===== config.mk =====
export PLATFORM = sky130hd
export DESIGN_NAME = strm_ctrl
export DESIGN_NICKNAME = d
export VERILOG_FILES = /design/src/rtl/strm_pkg.sv /design/src/rtl/strm_sel_decode.sv /design/src/rtl/strm_edge_det.sv /design/src/rtl/strm_open_track.sv /design/src/rtl/strm_ctrl.sv
export SDC_FILE = /design/constraint.sdc
export NUM_CORES = 1
export LEC_CHECK = 0
export BUFFER_PORTS_ARGS = -buffer_cell sky130_fd_sc_hd__buf_2
export CELL_PAD_IN_SITES_DETAIL_PLACEMENT = 0
export CELL_PAD_IN_SITES_GLOBAL_PLACEMENT = 1
export CORE_ASPECT_RATIO = 1.4
export CORE_MARGIN = 2
export CORE_UTILIZATION = 25
export DETAILED_ROUTE_END_ITERATION = 6
export GPL_ROUTABILITY_DRIVEN = 0
export PLACE_DENSITY = 0.74
export SLEW_MARGIN = 20
export SYNTH_ARGS = -nofsm -noshare
export SYNTH_HDL_FRONTEND = slang
export SYNTH_SLANG_ARGS = --single-unit
export TNS_END_PERCENT = 50

===== constraint.sdc =====
create_clock -name clk -period 2.6 [get_ports clk]
set_clock_uncertainty 0.2 [all_clocks]
set_input_delay 0.52 -clock clk [delete_from_list [all_inputs] [get_ports clk]]
set_output_delay 0.52 -clock clk [all_outputs]
set_load 0.1 [all_outputs]

===== src/rtl/strm_pkg.sv =====
package strm_pkg;
  localparam int unsigned STRM_NCH  = 8;
  localparam int unsigned STRM_SELW = 3;
  // Number of channels enabled by the smallest select code
  localparam int unsigned STRM_MIN_CH = 2;
endpackage


===== src/rtl/strm_sel_decode.sv =====
module strm_sel_decode
  import strm_pkg::*;
#(
  parameter int unsigned NCH  = STRM_NCH,
  parameter int unsigned SELW = STRM_SELW
) (
  input  logic            enable_i,
  input  logic [SELW-1:0] sel_i,
  output logic [NCH-1:0]  en_o
);
  // Codes whose count would reach NCH or beyond fall back to all channels
  localparam int LAST_CODE = int'(NCH) - int'(STRM_MIN_CH);

  always_comb begin
    for (int i = 0; i < int'(NCH); i++) begin
      if (int'(sel_i) < LAST_CODE) begin
        en_o[i] = enable_i && (i < int'(sel_i) + int'(STRM_MIN_CH));
      end else begin
        en_o[i] = enable_i;
      end
    end
  end
endmodule


===== src/rtl/strm_edge_det.sv =====
module strm_edge_det (
  input  logic clk,
  input  logic rst_n,
  input  logic level_i,
  output logic rise_o
);
  logic level_q;
  logic level_d;

  always_comb begin
    level_d = level_i;
  end

  always_ff @(posedge clk or negedge rst_n) begin
    if (!rst_n) begin
      level_q <= 1'b0;
    end else begin
      level_q <= level_d;
    end
  end

  assign rise_o = level_i & ~level_q;
endmodule


===== src/rtl/strm_open_track.sv =====
module strm_open_track
  import strm_pkg::*;
#(
  parameter int unsigned NCH = STRM_NCH
) (
  input  logic           clk,
  input  logic           rst_n,
  input  logic           enable_i,
  input  logic           event_i,
  input  logic [NCH-1:0] en_i,
  input  logic [NCH-1:0] low_i,
  output logic [NCH-1:0] removed_o
);
  logic [NCH-1:0] removed_q;
  logic [NCH-1:0] removed_d;
  logic           removed_ce;

  always_comb begin
    removed_ce = !enable_i || event_i;
    if (!enable_i) begin
      removed_d = '0;
    end else begin
      removed_d = en_i & low_i;
    end
  end

  always_ff @(posedge clk or negedge rst_n) begin
    if (!rst_n) begin
      removed_q <= '0;
    end else if (removed_ce) begin
      removed_q <= removed_d;
    end
  end

  assign removed_o = removed_q;
endmodule


===== src/rtl/strm_ctrl.sv =====
module strm_ctrl
  import strm_pkg::*;
#(
  parameter int unsigned NCH  = STRM_NCH,
  parameter int unsigned SELW = STRM_SELW
) (
  input  logic            clk,
  input  logic            rst_n,
  input  logic            enable_i,
  input  logic [SELW-1:0] sel_i,
  input  logic [NCH-1:0]  low_i,
  input  logic [NCH-1:0]  below_i,
  input  logic            ovp_i,
  output logic [NCH-1:0]  en_mask_o,
  output logic [NCH-1:0]  reg_mask_o,
  output logic [NCH-1:0]  under_o,
  output logic            loop_up_o,
  output logic            all_open_o
);
  logic [NCH-1:0] en_mask;
  logic [NCH-1:0] removed;
  logic           ovp_evt;

  strm_sel_decode #(.NCH(NCH), .SELW(SELW)) u_dec (
    .enable_i (enable_i),
    .sel_i    (sel_i),
    .en_o     (en_mask)
  );

  strm_edge_det u_edge (
    .clk     (clk),
    .rst_n   (rst_n),
    .level_i (ovp_i),
    .rise_o  (ovp_evt)
  );

  strm_open_track #(.NCH(NCH)) u_track (
    .clk       (clk),
    .rst_n     (rst_n),
    .enable_i  (enable_i),
    .event_i   (ovp_evt & enable_i),
    .en_i      (en_mask),
    .low_i     (low_i),
    .removed_o (removed)
  );

  logic [NCH-1:0] incl;

  always_comb begin
    incl       = en_mask & ~removed;
    en_mask_o  = en_mask;
    reg_mask_o = incl;
    under_o    = incl & below_i;
    loop_up_o  = |(incl & below_i);
    all_open_o = (|en_mask) && !(|incl);
  end
endmodule


== Word-level counts from Yosys, hierarchy flattened ==
Index checks and enable logic that the tools add are counted.

* Bits in registers: 9
* Input port bits: 23
* Output and inout port bits: 26
* Word-level logic and storage cells: 43

* Add/subtract/negate cells: 1
* $lt $le $gt $ge: 9
* Mux-type cells: 9
* Bitwise logic cells: 7
* Reduce and logical (&&, ||, !) cells: 15

{| class="wikitable"
|+ Operators by type and width
! kind !! count
|-
| < comparator 4 x 32 -> 1 bit, first input constant || 4
|-
| < comparator 3 x 32 -> 1 bit, first input constant || 2
|-
| < comparator 1 x 32 -> 1 bit, first input constant || 1
|-
| < comparator 2 x 32 -> 1 bit, first input constant || 1
|-
| AND 8 bit || 3
|-
| OR reduction 8 bit || 3
|-
| logical AND 1 bit || 9
|-
| two-way mux 1 bit || 8
|-
| two-way mux 8 bit || 1
|-
| inverter 8 bit || 1
|-
| adder 3 x 2 -> 4 bit, second input constant || 1
|-
| < comparator 3 bit, second input constant || 1
|-
| AND 1 bit || 2
|-
| logical NOT 1 bit || 2
|-
| logical OR 1 bit || 1
|-
| inverter 1 bit || 1
|}

== Depth between registers and ports, before layout ==
* Depth after elaboration: 8
* Depth in mapped cells: 7
* Mapped depth without buffers: 6

== Cells and area by module ==
From an unflattened synthesis, not the netlist that was laid out.

* Cell total of the unflattened synthesis: 80
* Area total of the unflattened synthesis: 716.9 µm²

{| class="wikitable"
|+ Modules (own cells, without submodules)
! module !! instances !! cells an instance !! area an instance (µm²) !! seq. area each (µm²)
|-
| strm_open_track || 1 || 32 || 330.3 || 200.2
|-
| strm_ctrl || 1 || 26 || 203.9 || 0.0
|-
| strm_sel_decode || 1 || 20 || 143.9 || 0.0
|-
| strm_edge_det || 1 || 2 || 38.8 || 25.0
|}

== Worst setup path after synthesis ==
Ideal clock, no wire load.

* Kind: input to output
* From: input port sel_i[1]
* To: output port all_open_o
* Data arrival time: 5653 ps
* Data required time: 1880 ps
* Slack: -3773 ps
* Stages: 7
* Path buffers: 1
* Cells stage by stage: inv_1 > ha_1 > nor2b_2 > buf_6 > a21oi_1 > nand4b_1 > nor4_1

* Cells in the longest elaborated chain, start to end: 8
* Elaborated cells between the ends (all ways): 31
* Classes of those cells: add/sub: 1; order compare: 9; mux: 8; bitwise: 1; reduce/logical: 12

{| class="wikitable"
|+ Ends and longest elaborated chain
! element !! RTL line !! text
|-
| start: declaration || strm_ctrl.sv:10 || <nowiki>input logic [SELW-1:0] sel_i,</nowiki>
|-
| adder 3 x 2 -> 4 bit || strm_sel_decode.sv:17 || <nowiki>en_o[i] = enable_i && (i < int'(sel_i) + int'(STRM_MIN_CH));</nowiki>
|-
| < comparator 1 x 32 -> 1 bit || strm_sel_decode.sv:17 ||
|-
| logical AND 1 bit || strm_sel_decode.sv:17 ||
|-
| two-way mux 1 bit * || strm_sel_decode.sv:16 || <nowiki>if (int'(sel_i) < LAST_CODE) begin</nowiki>
|-
| named net en_mask_o[0] || strm_ctrl.sv:14 || <nowiki>output logic [NCH-1:0] en_mask_o,</nowiki>
|-
| AND 8 bit || strm_ctrl.sv:50 || <nowiki>incl = en_mask & ~removed;</nowiki>
|-
| OR reduction 8 bit || strm_ctrl.sv:55 || <nowiki>all_open_o = (|en_mask) && !(|incl);</nowiki>
|-
| logical NOT 1 bit || strm_ctrl.sv:55 ||
|-
| logical AND 1 bit * || strm_ctrl.sv:55 ||
|-
| end: declaration || strm_ctrl.sv:18 || <nowiki>output logic all_open_o</nowiki>
|}

Mark *: on every way through the listed nets, which the timed path passes. The rest lies on a longest branch.

== Worst setup path in the final report ==
* From: input port sel_i[1]
* To: output port loop_up_o

* Cells in the longest elaborated chain, start to end: 7
* Elaborated cells between the ends (all ways): 29
* Classes of those cells: add/sub: 1; order compare: 9; mux: 8; bitwise: 2; reduce/logical: 9

{| class="wikitable"
|+ Ends and longest elaborated chain
! element !! RTL line !! text
|-
| adder 3 x 2 -> 4 bit || strm_sel_decode.sv:17 ||
|-
| < comparator 1 x 32 -> 1 bit (tied with other cells) || strm_sel_decode.sv:17 ||
|-
| logical AND 1 bit || strm_sel_decode.sv:17 ||
|-
| two-way mux 1 bit || strm_sel_decode.sv:16 ||
|-
| AND 8 bit * || strm_ctrl.sv:50 ||
|-
| AND 8 bit * || strm_ctrl.sv:54 || <nowiki>loop_up_o = |(incl & below_i);</nowiki>
|-
| OR reduction 8 bit * || strm_ctrl.sv:54 ||
|-
| end: declaration || strm_ctrl.sv:17 || <nowiki>output logic loop_up_o,</nowiki>
|}

Every way passes the cells marked *; elsewhere a longest branch is shown, timed or not.

==> results.txt <==
----------------------------------------------------
[Clocking]
  Maximum count of clock buffers along a single path ... 2
  H-tree Lvls ... 1
  Clock transition at the registers of the reported paths ... 0.04 ns
  Clock Root Buffer ... sky130_fd_sc_hd__clkbuf_8
  Clock buffer count from CTS ... 3
  Clk_lat worst skew ... around 0.23 ns
  # clock sinks ... 9
  TritonCTS clock tree ... yes

[Floorplan]
  Floorplan die area ... 3388 µm²
  Number of rows created at floorplan ... 23
  DIE WIDTH ... 49.77 µm
  Top-Level Pins ... 49
  Effective utilization at floorplan ... 26.00%
  Die boundary height ... 68.08 µm
  Area inside the core boundary ... 2820 µm²

[Layout]
  Number of diodes added for antenna fixing ... 0
  Final Net Count ... between 200 and 250
  Final Non-Filler Cells ... between 200 and 250
  Leading cell type in the layout, fill and taps excluded ... sky130_fd_sc_hd__buf_4
  Area added between synthesis and finish ... 165.5%
  Most frequent cells in the layout ... 32 x sky130_fd_sc_hd__buf_4, 26 x sky130_fd_sc_hd__buf_12, 22 x sky130_fd_sc_hd__buf_2
  Share of cells above drive strength 1 ... ~66%
  Filler cell count in the final layout ... between 200 and 250

[STA]
  Peak Freq ... 0.3473 GHz
  Count of final hold-check violations ... 0
  Final worst path period need ... approximately 2.9 ns
  Post-route worst setup slack ... -0.2790 ns
  Max Slew Vio Count ... 0
  Worst hold margin ... 0.2169 ns
  Period utilisation layout ... 110.7%
  Endpoints failing setup ... 3
  Worst slew margin relative to its limit ... 59.01%
  Worst-margin pin slew ... 0.6135 ns
  Unrepaired setup endpoints after global routing ... yes

[Status]
  Failing checks ... negative setup slack
  Run status ... complete, but fails checks

[Global route]
  Wire length of the first global-routing pass ... 5.078 mm
  Residual overflow from global routing ... 0
  Number of antenna violations at the first check in global routing ... 0
  Global router's overall resource usage ... 19.62%
  Vias in the first global route ... ~1100
  Maximum number of pins on one net before global-route repair ... 14

[Synth]
  Top FF cell, synth ... sky130_fd_sc_hd__dfrtp_1
  Area leader, netlist ... sky130_fd_sc_hd__dfrtp_1
  Count of synthesis-stage warnings from yosys ... 0
  Synth cell types ... 32
  Post-synthesis sequential area ratio ... 30.72%
  Area share of the leading cell type in the synthesized netlist ... 30.72%
  Cells after synthesis ... 90
  Mean instance size in the synthesized netlist ... 8.147 µm²
  Number of synthesized flops with an enable pin ... 0
  Total of flip-flops plus latches after synthesis ... 9
  Largest cells by area after synthesis ... sky130_fd_sc_hd__dfrtp_1 31%, sky130_fd_sc_hd__a21oi_1 7.5%, sky130_fd_sc_hd__ha_1 5.1%
  Fraction of synthesis flops using an asynchronous set or reset pin ... 100.0%
  Synthesized netlist net count ... 116
  Mapped Area ... between 700 and 800 µm²

[Drt]
  Post-route ant nets ... 0
  WL per Instance ... 14.74 µm
  Number of iterations in the first detailed-routing pass ... 4
  Count of routing violations after the opening detailed-route iteration ... 23
  Aggregate routed wire length ... 3.139 mm
  DR vias ... roughly 1000
  DRC ... 0
  Via density per instance ... 4.718

[Critical path]
  Worst r2r src ... u_edge.level_q
  Cell count of the worst reg-to-reg path ... 3
  WP data required ... 1.88 ns
  Launching element of the worst setup path ... sel_i[1]
  Worst Setup End Kind ... primary output
  Startpoint Class ... input port
  Worst-path maximum fanout ... 3
  Kind of critical path ... input port to primary output
  Capturing point of the worst reg2reg path ... u_track.removed_o[4]
  R2R Setup Slk ... 1.09 ns
  Arrival @ worst endpoint ... between 2 and 2.5 ns

[Placed design]
  Sum of net half-perimeters after detailed placement ... around 2.5 mm
  Quantity of I/O buffers inserted on ports ... 48
  Number of cells after detailed placement ... about 200

[Power]
  Max IR drop VDD ... 0.0003494 V
  Overall Power ... 850.6 µW
  Power density relative to cell area ... between 400 and 500 nW/µm²
  Leakage dissipation ... between 0.0009 and 0.001 µW

[Hold path]
  Worst Min Path Start ... ovp_i
  End point of the most critical hold path ... u_edge.level_q
  Number of cells traversed by the worst hold path ... 1
  Kind of path behind the tightest hold check ... input port to flip-flop

[Flow run]
  Max-cap check violation count ... 0

----------------------------------------------------
## stage by stage
step           utilization (%)  setup slack (ns)  TNS [ns]  area, µm²
4_1_cts                  67.30           -0.2504   -0.4765       1898
6_report                 69.03           -0.2790   -0.4744       1947
2_1_floorplan                -            -2.721    -12.15      877.1
3_3_place_gp             62.07           -0.5148    -1.639       1750
3_5_place_dp             62.07           -0.5576    -1.980       1750
5_1_grt                  69.03           -0.3142   -0.7155       1947
## how the worst max path moves through the flow
stage / end
after floorplan: all_open_o
after global placement: loop_up_o
after detailed placement: loop_up_o
after CTS: loop_up_o
after global routing: loop_up_o
final: loop_up_o
## registers in the layout (all words and copies together), names as in the netlist
register / count
u_track.removed_o: 8
u_edge.level_q: 1
## cell families after synthesis
group,Yosys count,synth area share [%]
AO/OA/AOI/OAI,24,24.23
adder cells (fa/ha/maj),3,5.120
buffers and inverters,13,7.679
flip-flops,9,30.72
AND/OR/NAND/NOR,41,32.25
## where the power goes
| part | switching, µW | total, µW | internal (µW) | leakage, µW |
|---|---|---|---|---|
| Sequential | 7.60 | 155 | 147 | 0.000120 |
| Combinational | 321 | 536 | 215 | 0.000760 |
| Clock | 53.5 | 160 | 107 | 0.0000228 |
| Total | 382 | 851 | 469 | 0.000903 |
## per-layer routing
layer,track usage (%),wire (µm),vias to the layer above
li1,-,-,489
met2,38.17,1790,38
met4,10.07,63,0
met1,20.81,1142,471
met3,1.965,142,7
met5,0,0,-
## cell usage after synthesis, types with 2 or more instances
master,number
sky130_fd_sc_hd__a2111oi_2,2
sky130_fd_sc_hd__a21oi_1,11
sky130_fd_sc_hd__and2_1,4
sky130_fd_sc_hd__clkbuf_1,4
sky130_fd_sc_hd__dfrtp_1,9
sky130_fd_sc_hd__ha_1,3
sky130_fd_sc_hd__inv_1,7
sky130_fd_sc_hd__nand2_1,9
sky130_fd_sc_hd__nand2b_1,2
sky130_fd_sc_hd__nand3_1,5
sky130_fd_sc_hd__nor2_1,4
sky130_fd_sc_hd__nor2b_1,4
sky130_fd_sc_hd__nor2b_2,2
sky130_fd_sc_hd__nor3_1,2
sky130_fd_sc_hd__o211ai_1,4
sky130_fd_sc_hd__o21ai_0,2
## worst max-delay path, cell delays in order
cell and delay [ns]:
sky130_fd_sc_hd__buf_8 0.09, sky130_fd_sc_hd__clkinv_4 0.05, sky130_fd_sc_hd__ha_4 0.27, sky130_fd_sc_hd__nor2b_4 0.22, sky130_fd_sc_hd__a2111oi_4 0.11, sky130_fd_sc_hd__and2_4 0.18
sky130_fd_sc_hd__or4b_4 0.54, sky130_fd_sc_hd__buf_12 0.18
## timing repair
item | CTS | global route
setup buffers | 3 | 2
gates resized for setup | 18 | 10
gates cloned | 0 | 0
hold endpoints to repair | 9 | 0
setup endpoints to repair | 12 | 8
hold buffers | 1 | 0
pin swaps | 9 | 4
## final cells by class
type | count | area [µm²] | area share (%)
repair buffers | 87 | 952.2 | 48.91
multi-input cells | 68 | 630.6 | 32.39
well taps | 37 | 46.29 | 2.378
flip-flops and latches | 9 | 225.2 | 11.57
inverters | 8 | 47.55 | 2.442
clock buffers | 4 | 45.04 | 2.314
Power figures use the tool's default switching activity.
